**src/rtl/sc_pkg.sv**
```systemverilog
package sc_pkg;

  localparam int SC_DW = 8;

  typedef struct packed {
    logic msb_first;
    logic invert;
    logic odd_parity;
    logic late_end;
  } sc_cfg_t;

  typedef enum logic [1:0] {
    TX_IDLE  = 2'd0,
    TX_ARM   = 2'd1,
    TX_FRAME = 2'd2
  } tx_state_e;

  typedef enum logic [1:0] {
    RX_IDLE  = 2'd0,
    RX_FRAME = 2'd1,
    RX_ERR   = 2'd2
  } rx_state_e;

  // Reverse the bit order when rev is set.
  function automatic logic [SC_DW-1:0] sc_flip(input logic [SC_DW-1:0] d, input logic rev);
    logic [SC_DW-1:0] r;
    for (int i = 0; i < SC_DW; i++) begin
      r[i] = rev ? d[SC_DW-1-i] : d[i];
    end
    return r;
  endfunction

  // Parity bit that makes the total count even (odd=0) or odd (odd=1).
  function automatic logic sc_par(input logic [SC_DW-1:0] d, input logic odd);
    return (^d) ^ odd;
  endfunction

endpackage

```
**src/rtl/sc_sync.sv**
```systemverilog
module sc_sync #(
  parameter int STAGES = 2
) (
  input  logic clk,
  input  logic rst_n,
  input  logic d,
  output logic q
);

  logic [STAGES-1:0] s_q;
  logic [STAGES-1:0] s_d;

  always_comb begin
    s_d[0] = d;
    for (int i = 1; i < STAGES; i++) begin
      s_d[i] = s_q[i-1];
    end
  end

  // Idle line level is high, so the chain resets to ones.
  always_ff @(posedge clk or negedge rst_n) begin
    if (!rst_n) begin
      s_q <= '1;
    end else begin
      s_q <= s_d;
    end
  end

  assign q = s_q[STAGES-1];

endmodule

```
**src/rtl/sc_tx.sv**
```systemverilog
module sc_tx
  import sc_pkg::*;
#(
  parameter int ETU       = 16,
  parameter int MAX_RETRY = 3
) (
  input  logic             clk,
  input  logic             rst_n,
  input  logic             tick,
  input  sc_cfg_t          cfg,
  input  logic             line_s,
  input  logic             rx_busy,
  input  logic [SC_DW-1:0] tx_data,
  input  logic             tx_valid,
  output logic             tx_ready,
  output logic             tx_drv,
  output logic             tx_done,
  output logic             tx_error,
  output logic             tx_active
);

  localparam int SH = $clog2(ETU);
  localparam int CW = $clog2(14 * ETU + 1);
  localparam int RW = (MAX_RETRY > 0) ? $clog2(MAX_RETRY + 1) : 1;
  localparam int NB = SC_DW + 2;
  localparam logic [CW-1:0] C_BITS = CW'(NB * ETU);
  localparam logic [CW-1:0] C_CHK  = CW'(11 * ETU - 1);
  localparam logic [CW-1:0] C_END  = CW'(12 * ETU - 1);
  localparam logic [CW-1:0] C_RST  = CW'(14 * ETU - 1);

  tx_state_e          state_q, state_d;
  logic [CW-1:0]      cnt_q, cnt_d;
  logic [SC_DW:0]     sym_q, sym_d;
  logic [RW-1:0]      retry_q, retry_d;
  logic               nack_q, nack_d;
  logic               done_q, done_d;
  logic               err_q, err_d;
  logic [NB-1:0]      frame;
  logic [3:0]         bidx;

  assign tx_ready = (state_q == TX_IDLE) && !rx_busy;

  always_comb begin
    state_d = state_q;
    cnt_d   = cnt_q;
    sym_d   = sym_q;
    retry_d = retry_q;
    nack_d  = nack_q;
    done_d  = 1'b0;
    err_d   = 1'b0;
    case (state_q)
      TX_IDLE: begin
        if (tx_valid && tx_ready) begin
          sym_d   = {sc_par(tx_data, cfg.odd_parity) ^ cfg.invert,
                     sc_flip(tx_data, cfg.msb_first) ^ {SC_DW{cfg.invert}}};
          retry_d = '0;
          state_d = TX_ARM;
        end
      end
      TX_ARM: begin
        if (tick) begin
          state_d = TX_FRAME;
          cnt_d   = '0;
          nack_d  = 1'b0;
        end
      end
      TX_FRAME: begin
        if (tick) begin
          cnt_d = cnt_q + 1'b1;
          if (cnt_q == C_CHK) begin
            nack_d = !line_s;
            if (line_s && !cfg.late_end) begin
              done_d = 1'b1;
            end
          end
          if (cnt_q == C_END) begin
            if (nack_q) begin
              if (retry_q == RW'(MAX_RETRY)) begin
                err_d   = 1'b1;
                state_d = TX_IDLE;
              end else begin
                retry_d = retry_q + 1'b1;
              end
            end else begin
              done_d  = cfg.late_end;
              state_d = TX_IDLE;
            end
          end
          if (cnt_q == C_RST) begin
            cnt_d  = '0;
            nack_d = 1'b0;
          end
        end
      end
      default: state_d = TX_IDLE;
    endcase
  end

  always_ff @(posedge clk or negedge rst_n) begin
    if (!rst_n) begin
      state_q <= TX_IDLE;
      cnt_q   <= '0;
      sym_q   <= '0;
      retry_q <= '0;
      nack_q  <= 1'b0;
      done_q  <= 1'b0;
      err_q   <= 1'b0;
    end else begin
      state_q <= state_d;
      cnt_q   <= cnt_d;
      sym_q   <= sym_d;
      retry_q <= retry_d;
      nack_q  <= nack_d;
      done_q  <= done_d;
      err_q   <= err_d;
    end
  end

  // Start bit (0) followed by the stored line-level symbols.
  assign frame  = {sym_q, 1'b0};
  assign bidx   = 4'(cnt_q >> SH);
  assign tx_drv = (state_q == TX_FRAME) && (cnt_q < C_BITS) && !frame[bidx];

  assign tx_done   = done_q;
  assign tx_error  = err_q;
  assign tx_active = (state_q != TX_IDLE);

endmodule

```
**src/rtl/sc_rx.sv**
```systemverilog
module sc_rx
  import sc_pkg::*;
#(
  parameter int ETU = 16
) (
  input  logic             clk,
  input  logic             rst_n,
  input  logic             tick,
  input  sc_cfg_t          cfg,
  input  logic             line_s,
  input  logic             enable,
  input  logic             rx_ack,
  output logic [SC_DW-1:0] rx_data,
  output logic             rx_valid,
  output logic             rx_overrun,
  output logic             rx_drv,
  output logic             rx_busy
);

  localparam int SH = $clog2(ETU);
  localparam int CW = $clog2(12 * ETU + 1);
  localparam int NB = SC_DW + 2;
  localparam logic [SH-1:0] C_MID  = SH'(ETU / 2 - 1);
  localparam logic [CW-1:0] C_EVAL = CW'(NB * ETU - 1);
  localparam logic [CW-1:0] C_ERR  = CW'(NB * ETU + ETU / 2);
  localparam logic [CW-1:0] C_REL  = CW'(12 * ETU);

  rx_state_e        state_q, state_d;
  logic [CW-1:0]    cnt_q, cnt_d;
  logic [SC_DW:0]   sh_q, sh_d;
  logic [SC_DW-1:0] data_q, data_d;
  logic             valid_q, valid_d;
  logic             ovr_q, ovr_d;
  logic [3:0]       bidx;
  logic             mid;
  logic [SC_DW-1:0] word;
  logic             pbit;
  logic             par_ok;
  logic             valid_eff;

  assign bidx      = 4'(cnt_q >> SH);
  assign mid       = (cnt_q[SH-1:0] == C_MID);
  assign word      = sc_flip(sh_q[SC_DW-1:0] ^ {SC_DW{cfg.invert}}, cfg.msb_first);
  assign pbit      = sh_q[SC_DW] ^ cfg.invert;
  assign par_ok    = (sc_par(word, cfg.odd_parity) == pbit);
  assign valid_eff = valid_q && !rx_ack;

  always_comb begin
    state_d = state_q;
    cnt_d   = cnt_q;
    sh_d    = sh_q;
    data_d  = data_q;
    valid_d = valid_q;
    ovr_d   = ovr_q;
    if (valid_q && rx_ack) begin
      valid_d = 1'b0;
      ovr_d   = 1'b0;
    end
    case (state_q)
      RX_IDLE: begin
        if (enable && !line_s) begin
          state_d = RX_FRAME;
          cnt_d   = '0;
        end
      end
      RX_FRAME: begin
        if (tick) begin
          cnt_d = cnt_q + 1'b1;
          if (mid) begin
            if (bidx == 4'd0) begin
              if (line_s) begin
                state_d = RX_IDLE;
              end
            end else if (bidx <= 4'(SC_DW + 1)) begin
              sh_d[4'(bidx - 4'd1)] = line_s;
            end
          end
          if (cnt_q == C_EVAL) begin
            if (par_ok) begin
              if (valid_eff) begin
                ovr_d = 1'b1;
              end else begin
                data_d  = word;
                valid_d = 1'b1;
              end
              state_d = RX_IDLE;
            end else begin
              state_d = RX_ERR;
            end
          end
        end
      end
      RX_ERR: begin
        if (tick) begin
          cnt_d = cnt_q + 1'b1;
          if (cnt_q == C_REL) begin
            state_d = RX_IDLE;
          end
        end
      end
      default: state_d = RX_IDLE;
    endcase
  end

  always_ff @(posedge clk or negedge rst_n) begin
    if (!rst_n) begin
      state_q <= RX_IDLE;
      cnt_q   <= '0;
      sh_q    <= '0;
      data_q  <= '0;
      valid_q <= 1'b0;
      ovr_q   <= 1'b0;
    end else begin
      state_q <= state_d;
      cnt_q   <= cnt_d;
      sh_q    <= sh_d;
      data_q  <= data_d;
      valid_q <= valid_d;
      ovr_q   <= ovr_d;
    end
  end

  assign rx_drv     = (state_q == RX_ERR) && (cnt_q >= C_ERR) && (cnt_q < C_REL);
  assign rx_busy    = (state_q != RX_IDLE);
  assign rx_data    = data_q;
  assign rx_valid   = valid_q;
  assign rx_overrun = ovr_q;

endmodule

```
**src/rtl/sc_char_xcvr.sv**
```systemverilog
module sc_char_xcvr
  import sc_pkg::*;
#(
  parameter int ETU         = 16,
  parameter int MAX_RETRY   = 3,
  parameter int SYNC_STAGES = 2
) (
  input  logic       clk,
  input  logic       rst_n,
  input  logic       tick,
  input  logic       cfg_msb_first,
  input  logic       cfg_invert,
  input  logic       cfg_odd_parity,
  input  logic       cfg_late_end,
  input  logic [7:0] tx_data,
  input  logic       tx_valid,
  output logic       tx_ready,
  output logic       tx_done,
  output logic       tx_error,
  output logic [7:0] rx_data,
  output logic       rx_valid,
  output logic       rx_overrun,
  input  logic       rx_ack,
  input  logic       line_in,
  output logic       line_drive_low
);

  sc_cfg_t cfg;
  logic    line_s;
  logic    tx_drv;
  logic    rx_drv;
  logic    tx_active;
  logic    rx_busy;

  assign cfg = '{msb_first:  cfg_msb_first,
                 invert:     cfg_invert,
                 odd_parity: cfg_odd_parity,
                 late_end:   cfg_late_end};

  generate
    if (SYNC_STAGES > 0) begin : g_sync
      sc_sync #(.STAGES(SYNC_STAGES)) u_sync (
        .clk   (clk),
        .rst_n (rst_n),
        .d     (line_in),
        .q     (line_s)
      );
    end else begin : g_nosync
      assign line_s = line_in;
    end
  endgenerate

  sc_tx #(.ETU(ETU), .MAX_RETRY(MAX_RETRY)) u_tx (
    .clk       (clk),
    .rst_n     (rst_n),
    .tick      (tick),
    .cfg       (cfg),
    .line_s    (line_s),
    .rx_busy   (rx_busy),
    .tx_data   (tx_data),
    .tx_valid  (tx_valid),
    .tx_ready  (tx_ready),
    .tx_drv    (tx_drv),
    .tx_done   (tx_done),
    .tx_error  (tx_error),
    .tx_active (tx_active)
  );

  sc_rx #(.ETU(ETU)) u_rx (
    .clk        (clk),
    .rst_n      (rst_n),
    .tick       (tick),
    .cfg        (cfg),
    .line_s     (line_s),
    .enable     (!tx_active),
    .rx_ack     (rx_ack),
    .rx_data    (rx_data),
    .rx_valid   (rx_valid),
    .rx_overrun (rx_overrun),
    .rx_drv     (rx_drv),
    .rx_busy    (rx_busy)
  );

  assign line_drive_low = tx_drv | rx_drv;

endmodule

```
**config.mk**
```make
export PLATFORM = sky130hd
export DESIGN_NAME = sc_char_xcvr
export DESIGN_NICKNAME = d
export VERILOG_FILES = /design/src/rtl/sc_pkg.sv /design/src/rtl/sc_sync.sv /design/src/rtl/sc_tx.sv /design/src/rtl/sc_rx.sv /design/src/rtl/sc_char_xcvr.sv
export SDC_FILE = /design/constraint.sdc
export NUM_CORES = 1
export LEC_CHECK = 0
export BUFFER_PORTS_ARGS = -buffer_cell sky130_fd_sc_hd__buf_2
export CORE_ASPECT_RATIO = 1.4
export CORE_MARGIN = 2
export CORE_UTILIZATION = 47
export CTS_BUF_LIST = sky130_fd_sc_hd__clkbuf_2 sky130_fd_sc_hd__clkbuf_4 sky130_fd_sc_hd__clkbuf_8
export DETAILED_ROUTE_END_ITERATION = 6
export PLACE_DENSITY_LB_ADDON = 0.2
export SLEW_MARGIN = 20
export SYNTH_ARGS = -nofsm -noshare
export SYNTH_HDL_FRONTEND = slang
export SYNTH_HIERARCHICAL = 1
export SYNTH_SLANG_ARGS = --single-unit
```
**constraint.sdc**
```tcl
create_clock -name clk -period 3.5 [get_ports clk]
set_input_delay 0.35 -clock clk [delete_from_list [all_inputs] [get_ports clk]]
set_output_delay 0.35 -clock clk [all_outputs]
set_load 0.02 [all_outputs]
```
==> results.md, run 1 <==
| Parameter | This run |
|:---|:---|
| Root Driver | sky130_fd_sc_hd__clkbuf_8 |
| Gp weighted congestion | 0.788 |
| Total wirelength of the detailed-routed design | 6650 um |
| Hold-fix buffer count after cts | 0 |
| Final design instance area without fill | 3730 um^2 |
| Portion of synthesized cell area occupied by the leading cell type | 0.386 |
| Logic pwr share | 0.314 |
| Crit path required time | 3.15 ns |
| Number of DRC markers in iteration 0 | 131 |
| Clock group share of total power | 0.223 |
| H-tree lvl count | 2 |
| Post-route fraction of the period consumed by the critical path | 0.724 |
| Number of iterations in the first detailed-routing pass | 4 |
| Pwr dens | 524 nW/um^2 |
| Count of cells resized by post-cts repair | 0 |
| Vias in the first global route | 2462 |
| Via/cell ratio | 5.47 |
| Core Area | 7030 um^2 |
| Synth Warn # | 6 |
| Fraction of the core area covered by cells at the end of the flow | 0.531 |
| Register area share after synthesis | 0.401 |
| Cell with the most instances after synthesis | sky130_fd_sc_hd__dfrtp_1 |
| CP Max Fanout | 13 |
| Kind of start point of the critical path | flip-flop |
| Wire length of the first global-routing pass | 11600 um |
| Class of the worst hold path | input port to flip-flop |
| Clock latency reported for the late side of the worst-skew pair | 0.32 ns |
| Top-level port count | 32 |
| X dimension of the die | 76.3 um |
| Setup repair after global routing missed its margin | false |
| Synthesized netlist net count | 366 |
| Data arrival at the endpoint of the critical path | 2.18 ns |
| Reg-to-reg startpoint | u_rx/cnt_q[4] |
| Top_reg_cell synth | sky130_fd_sc_hd__dfrtp_1 |
| Antenna diode count | 0 |
| Leakage | 1.75 nW |
| Area of the die | 8030 um^2 |
| Number of antenna violations at the first check in global routing | 0 |
| Top cells by area in the synthesized netlist | sky130_fd_sc_hd__dfrtp_1 (39%), sky130_fd_sc_hd__mux2_2 (6.2%), sky130_fd_sc_hd__mux2i_1 (5.8%) |
| R2R depth | 5 |
| Remaining antenna violation count | 0 |
| Transition time at the pin with the least slew margin | 0.959 ns |
| Total clock buffers created by CTS | 5 |
| Critical Path Sink Type | output pin |
| Post-route minimum period | 2.53 ns |
| Sum of net half-perimeters after detailed placement | 4810 um |
| Final setup TNS | 0 ns |
| Highest clock rate | 0.395 GHz |
| Worst setup path endpoint | line_drive_low |
| Starting Density | 0.489 |
| Switching part of the total | 0.362 |
| Post-Synthesis Cell Area | 3440 um^2 |
| Worst reg2reg setup slack | 1.32 ns |
| Ratio of cells with drive above 1 in the final layout | 0.202 |
| Average wire per standard cell | 14.6 um |
| Async set or reset register ratio after synthesis | 1.00 |
| Final setup vio count | 0 |
| Final hold violation count | 0 |
| Final layout net count | 385 |
| Net switching component of the power | 0.000707 W |
| Routed via count | 2496 |
| Library cells used by synthesis | 59 |
| Most frequent cells after synthesis | sky130_fd_sc_hd__dfrtp_1 (53), sky130_fd_sc_hd__nand2_1 (29), sky130_fd_sc_hd__mux2i_1 (20), sky130_fd_sc_hd__xnor2_1 (20) |
| Final total power | 0.00195 W |
| Sequential group share of total power | 0.463 |
| Cell area after placement | 3620 um^2 |
| Max Buffers Root-to-Sink | 2 |
| Clock transition at the register clock pins on the worst setup and hold paths after CTS | 0.10 ns |
| Critical path class | flip-flop to output pin |
| Outcome | finished clean |
| Post-CTS setup buffer count | 0 |
| Final slew viol count | 0 |
| IO buf count | 31 |
| Beginning of the critical path | u_tx/cnt_q[4] |
| Synthesis-to-finish area growth | 8.55% |
| Int Pwr | 0.00125 W |
| Overall global routing resource usage | 0.176 |
| Grt ovf | 0 |
| Number of max-cap violations | 0 |
| Destination of the worst register-to-register timing path | u_rx/rx_data[2] |
| Residual DRC count | 0 |
| Highest ir drop seen on vdd | 0.297 mV |
| Per-instance average area after synthesis | 10.1 um^2 |
| Mapped Cells | 341 |
| Number of enable flip-flop cells after synthesis | 0 |
| Number of synthesized register bits | 55 |
| Cell accounting for the most synthesized area | sky130_fd_sc_hd__dfrtp_1 |
| Clock sinks | 55 |
| CTS tree | yes |
| Rel. slew slack | 0.361 |
| Pin count of the biggest net entering global routing | 43 |
| Die Y-Extent | 105 um |
| Number of cell rows | 36 |
| Clk_skew | 0.0149 ns |
[critical path, stage by stage (launching register included)]
cell                      delay [ns]
sky130_fd_sc_hd__dfrtp_1        0.62
sky130_fd_sc_hd__mux4_2         0.55
sky130_fd_sc_hd__or3_1          0.31
sky130_fd_sc_hd__a21oi_1        0.13
sky130_fd_sc_hd__or2_1          0.12
sky130_fd_sc_hd__buf_2          0.16
[power by group through the flow]
stage / Combinational [W] / Clock, W / Sequential, W
global placement: 0.000598 / 0 / 0.000911
CTS: 0.000620 / 0.000455 / 0.000905
finish: 0.000613 / 0.000436 / 0.000905
floorplan: 0.000558 / 0 / 0.000835
global route: 0.000694 / 0.000477 / 0.000926
detailed placement: 0.000617 / 0 / 0.000918
[through the flow]
stage	worst slack [ns]	instances	hold slack, ns
global route	0.874	456	0.106
finish	0.966	456	0.130
CTS	0.958	456	0.115
floorplan	1.58	341	0.0544
detailed placement	1.26	448	0.347
global placement	1.29	448	0.348
[how the worst min path moves through the flow]
stage                                    start                    to  slack [ns]  cells past startpoint
after floorplan                          rst_n         u_rx/cnt_q[0]        0.05                      0
after global placement    g_sync.u_sync/s_q[0]  g_sync.u_sync/s_q[1]        0.35                      0
after detailed placement  g_sync.u_sync/s_q[0]  g_sync.u_sync/s_q[1]        0.35                      0
after CTS                              line_in  g_sync.u_sync/s_q[0]        0.12                      1
after global routing                   line_in  g_sync.u_sync/s_q[0]        0.11                      1
final                                  line_in  g_sync.u_sync/s_q[0]        0.13                      1
[cells by family (layout without fill, tap and decap cells)]
family	after synthesis	in the layout	synth area share
flip-flops	55	55	0.401
buffers and inverters	31	51	0.0422
adder cells (fa/ha/maj)	7	7	0.0255
AND/OR/NAND/NOR	116	116	0.192
AO/OA/AOI/OAI	50	50	0.0921
multiplexers	40	40	0.127
XOR/XNOR	42	42	0.120
[cell usage in the layout, fill, tap and decap left out, types with 7 or more instances in the layout]
cell	instances
sky130_fd_sc_hd__nand2b_1	8
sky130_fd_sc_hd__a21oi_1	10
sky130_fd_sc_hd__xnor2_1	20
sky130_fd_sc_hd__nor2_1	16
sky130_fd_sc_hd__ha_1	7
sky130_fd_sc_hd__nand2_1	29
sky130_fd_sc_hd__nor3_1	9
sky130_fd_sc_hd__mux2_2	19
sky130_fd_sc_hd__mux2i_1	20
sky130_fd_sc_hd__inv_1	11
sky130_fd_sc_hd__xor2_1	18
sky130_fd_sc_hd__buf_2	31
sky130_fd_sc_hd__dfrtp_1	53
sky130_fd_sc_hd__o21ai_0	19
sky130_fd_sc_hd__nand3_1	11
[sequential cells by signal, summed over array words and instances (netlist names), 2 cells and up]
signal and flops:
u_rx/sh_q 9, u_tx/sym_q 9, u_rx/cnt_q 8, u_rx/rx_data 8
u_tx/cnt_q 8, g_sync.u_sync/s_q 2, u_rx/state_q 2, u_tx/retry_q 2
u_tx/state_q 2
[per-layer routing]
| metal | share of wire | up-vias | global-route usage |
|---|---|---|---|
| li1 | - | 1229 | - |
| met1 | 0.43 | 1224 | 0.212 |
| met2 | 0.54 | 41 | 0.321 |
| met3 | 0.024 | 2 | 0.0294 |
| met4 | 0.0059 | 0 | 0.0468 |
| met5 | 0 | - | 0 |
[final cells by class]
cell class              instances  area [um^2]
fillers                       660         3290
multi-input cells             255         1910
flip-flops and latches         55         1380
repair buffers                 32          163
well taps                      95          119
clock buffers                   5         68.8
clock inverters                 3         47.5
inverters                      11         41.3
Note: power is estimated with default switching activity, not from simulation.
==> inputs of run 2 (changes only) <==
Clock period 3.5 ns to 2.1 ns, I/O delays scaled along.
==> results.md, run 2 (synthesis results as in run 1) <==
| Parameter | This run | vs previous |
|:---|:---|:---|
| Transition time at the pin with the least slew margin | 0.482 ns | was 0.959 ns |
| Post-route minimum period | 2.10 ns |  |
| Root Driver | sky130_fd_sc_hd__clkbuf_8 | unchanged |
| Total clock buffers created by CTS | 5 | unchanged |
| Area of the die | 8030 um^2 | unchanged |
| Number of iterations in the first detailed-routing pass | 4 | unchanged |
| Number of max-cap violations | 0 | unchanged |
| Clock sinks | 55 | unchanged |
| Synthesis-to-finish area growth | 12.8% | was 8.55% |
| Clk_skew | 0.00870 ns | was 0.0149 ns |
| Vias in the first global route | 2501 | was 2462 |
| Fill cell total of the finished layout | 655 | was 660 |
| Starting Density | 0.489 | unchanged |
| Final slew viol count | 0 | unchanged |
| Die Y-Extent | 105 um | unchanged |
| IO buf count | 31 | unchanged |
| Max Buffers Root-to-Sink | 2 | unchanged |
| Antenna diode count | 0 | unchanged |
| Via/cell ratio | 5.42 | was 5.47 |
| Sum of net half-perimeters after detailed placement | 5030 um | was 4810 um |
| Setup repair after global routing missed its margin | true | was false |
| Commonest cells after routing, fill and taps aside | sky130_fd_sc_hd__dfrtp_1 (52), sky130_fd_sc_hd__buf_2 (30), sky130_fd_sc_hd__nand2_1 (29) | was sky130_fd_sc_hd__dfrtp_1 (53), sky130_fd_sc_hd__buf_2 (31), sky130_fd_sc_hd__nand2_1 (29) |
| CP Max Fanout | 2 | was 13 |
| Logic pwr share | 0.359 | was 0.314 |
| Final hold violation count | 0 | unchanged |
| Routed via count | 2557 | was 2496 |
| Critical Path Sink Type | output pin | unchanged |
| Largest regs | u_rx/sh_q (9), u_tx/sym_q (9) | unchanged |
| CTS tree | yes | unchanged |
| Total wirelength of the detailed-routed design | 6930 um | was 6650 um |
| Wire length of the first global-routing pass | 12000 um | was 11600 um |
| Final layout net count | 401 | was 385 |
| Net switching component of the power | 0.00120 W | was 0.000707 W |
| Core Area | 7030 um^2 | unchanged |
| Number of antenna violations at the first check in global routing | 0 | unchanged |
| Kind of start point of the critical path | flip-flop | unchanged |
| Number of cell rows | 36 | unchanged |
| Clock group share of total power | 0.220 | was 0.223 |
| Grt ovf | 0 | unchanged |
| Pin count of the biggest net entering global routing | 49 | was 43 |
| Rel. slew slack | 0.679 | was 0.361 |
| Class of the worst hold path | input port to flip-flop | unchanged |
| Data arrival at the endpoint of the critical path | 1.89 ns | was 2.18 ns |
| Clock transition at the register clock pins on the worst setup and hold paths after CTS | 0.10 ns | about the same |
| Residual DRC count | 0 | unchanged |
| Final setup vio count | 0 | unchanged |
| Most common cell after layout, fill and taps aside | sky130_fd_sc_hd__dfrtp_1 | unchanged |
| Switching part of the total | 0.354 | was 0.362 |
| Final setup TNS | 0 ns | unchanged |
| Number of DRC markers in iteration 0 | 135 | was 131 |
| Outcome | finished clean | unchanged |
| H-tree lvl count | 2 | unchanged |
| Ratio of cells with drive above 1 in the final layout | 0.233 | was 0.202 |
| Pwr dens | 870 nW/um^2 | was 524 nW/um^2 |
| Leakage | 1.84 nW | was 1.75 nW |
| Clock latency reported for the late side of the worst-skew pair | 0.32 ns | about the same |
| Average wire per standard cell | 14.7 um | was 14.6 um |
| Top-level port count | 32 | unchanged |
| Critical path class | flip-flop to output pin | unchanged |
| Highest ir drop seen on vdd | 0.660 mV | was 0.297 mV |
| Highest clock rate | 0.477 GHz |  |
| Overall global routing resource usage | 0.185 | was 0.176 |
| Int Pwr | 0.00218 W | was 0.00125 W |
| Post-route fraction of the period consumed by the critical path | 0.999 |  |
| Fraction of the core area covered by cells at the end of the flow | 0.552 | was 0.531 |
| Gp weighted congestion | 0.849 | was 0.788 |
| Remaining antenna violation count | 0 | unchanged |
| Crit path required time | 1.89 ns | was 3.15 ns |
| Sequential group share of total power | 0.420 | was 0.463 |
| X dimension of the die | 76.3 um | unchanged |
## run 2: metal layers
metal	part of all wire	global-route usage	wire length, um	up-vias
li1	-	-	-	1255
met1	0.44	0.226	3040	1253
met2	0.51	0.319	3540	35
met3	0.021	0.0311	146	14
met4	0.029	0.0805	201	0
met5	0	0	0	-
## run 2: cell type report
| type | count | area [um^2] | share of cell area |
|---|---|---|---|
| clock buffer | 6 | 82.6 | 0.0213 |
| tap | 95 | 119 | 0.0306 |
| clock inverter | 2 | 35.0 | 0.00903 |
| inverter | 11 | 41.3 | 0.0106 |
| timing repair buffer | 48 | 307 | 0.0790 |
| sequential | 55 | 1380 | 0.356 |
| multi-input combinational | 255 | 1910 | 0.494 |
## run 2: power by group through the flow
stage / clock (W) / sequential, W / combinational [W]
floorplan: 0 / 0.00139 / 0.000930
global placement: 0 / 0.00143 / 0.00117
detailed placement: 0 / 0.00144 / 0.00121
CTS: 0.000772 / 0.00142 / 0.00122
global route: 0.000811 / 0.00145 / 0.00137
finish: 0.000743 / 0.00142 / 0.00121
## run 2: timing repair
action                     4_1_cts  5_1_grt
pin swaps                        0        0
setup endpoints to repair        1       10
buffers inserted                 1        1
hold endpoints to repair         8        0
gates resized for setup          3        1
hold buffers                     2        0
## run 2: worst max-delay path, stage by stage, from the launching register on
cell and delay, ns:
sky130_fd_sc_hd__dfrtp_1 0.38, sky130_fd_sc_hd__mux4_2 0.49, sky130_fd_sc_hd__or3_1 0.32, sky130_fd_sc_hd__a21oi_1 0.12, sky130_fd_sc_hd__or2_1 0.14, sky130_fd_sc_hd__buf_6 0.12
## run 2: through the flow
| stage | setup slack (ns) | instance area (um^2) | total power, W | hold slack, ns | cells |
|---|---|---|---|---|---|
| after global routing | -0.0830 | 3880 | 0.00363 | 0.0669 | 472 |
| after global placement | 0.222 | 3720 | 0.00261 | 0.0655 | 460 |
| after floorplan | 0.269 | 3440 | 0.00232 | -0.0856 | 341 |
| after CTS | -0.0268 | 3870 | 0.00342 | 0.0607 | 471 |
| after detailed placement | 0.135 | 3720 | 0.00264 | 0.0777 | 460 |
| final | 0.00155 | 3880 | 0.00337 | 0.0696 | 472 |
## run 2: worst paths after layout
path | cells after the start | slack [ns] | endpoint | from
max | 5 | 0.002 | line_drive_low | u_tx/cnt_q[4]
min | 2 | 0.07 | u_rx/rx_overrun | rx_ack
max reg2reg | 5 | 0.20 | u_rx/rx_data[2] | u_rx/sh_q[6]
min reg2reg | 0 | 0.36 | g_sync.u_sync/s_q[1] | g_sync.u_sync/s_q[0]
max in group asynchronous | 3 | 1.25 | g_sync.u_sync/s_q[0] | rst_n
min in group asynchronous | 2 | 0.27 | u_rx/rx_data[4] | rst_n
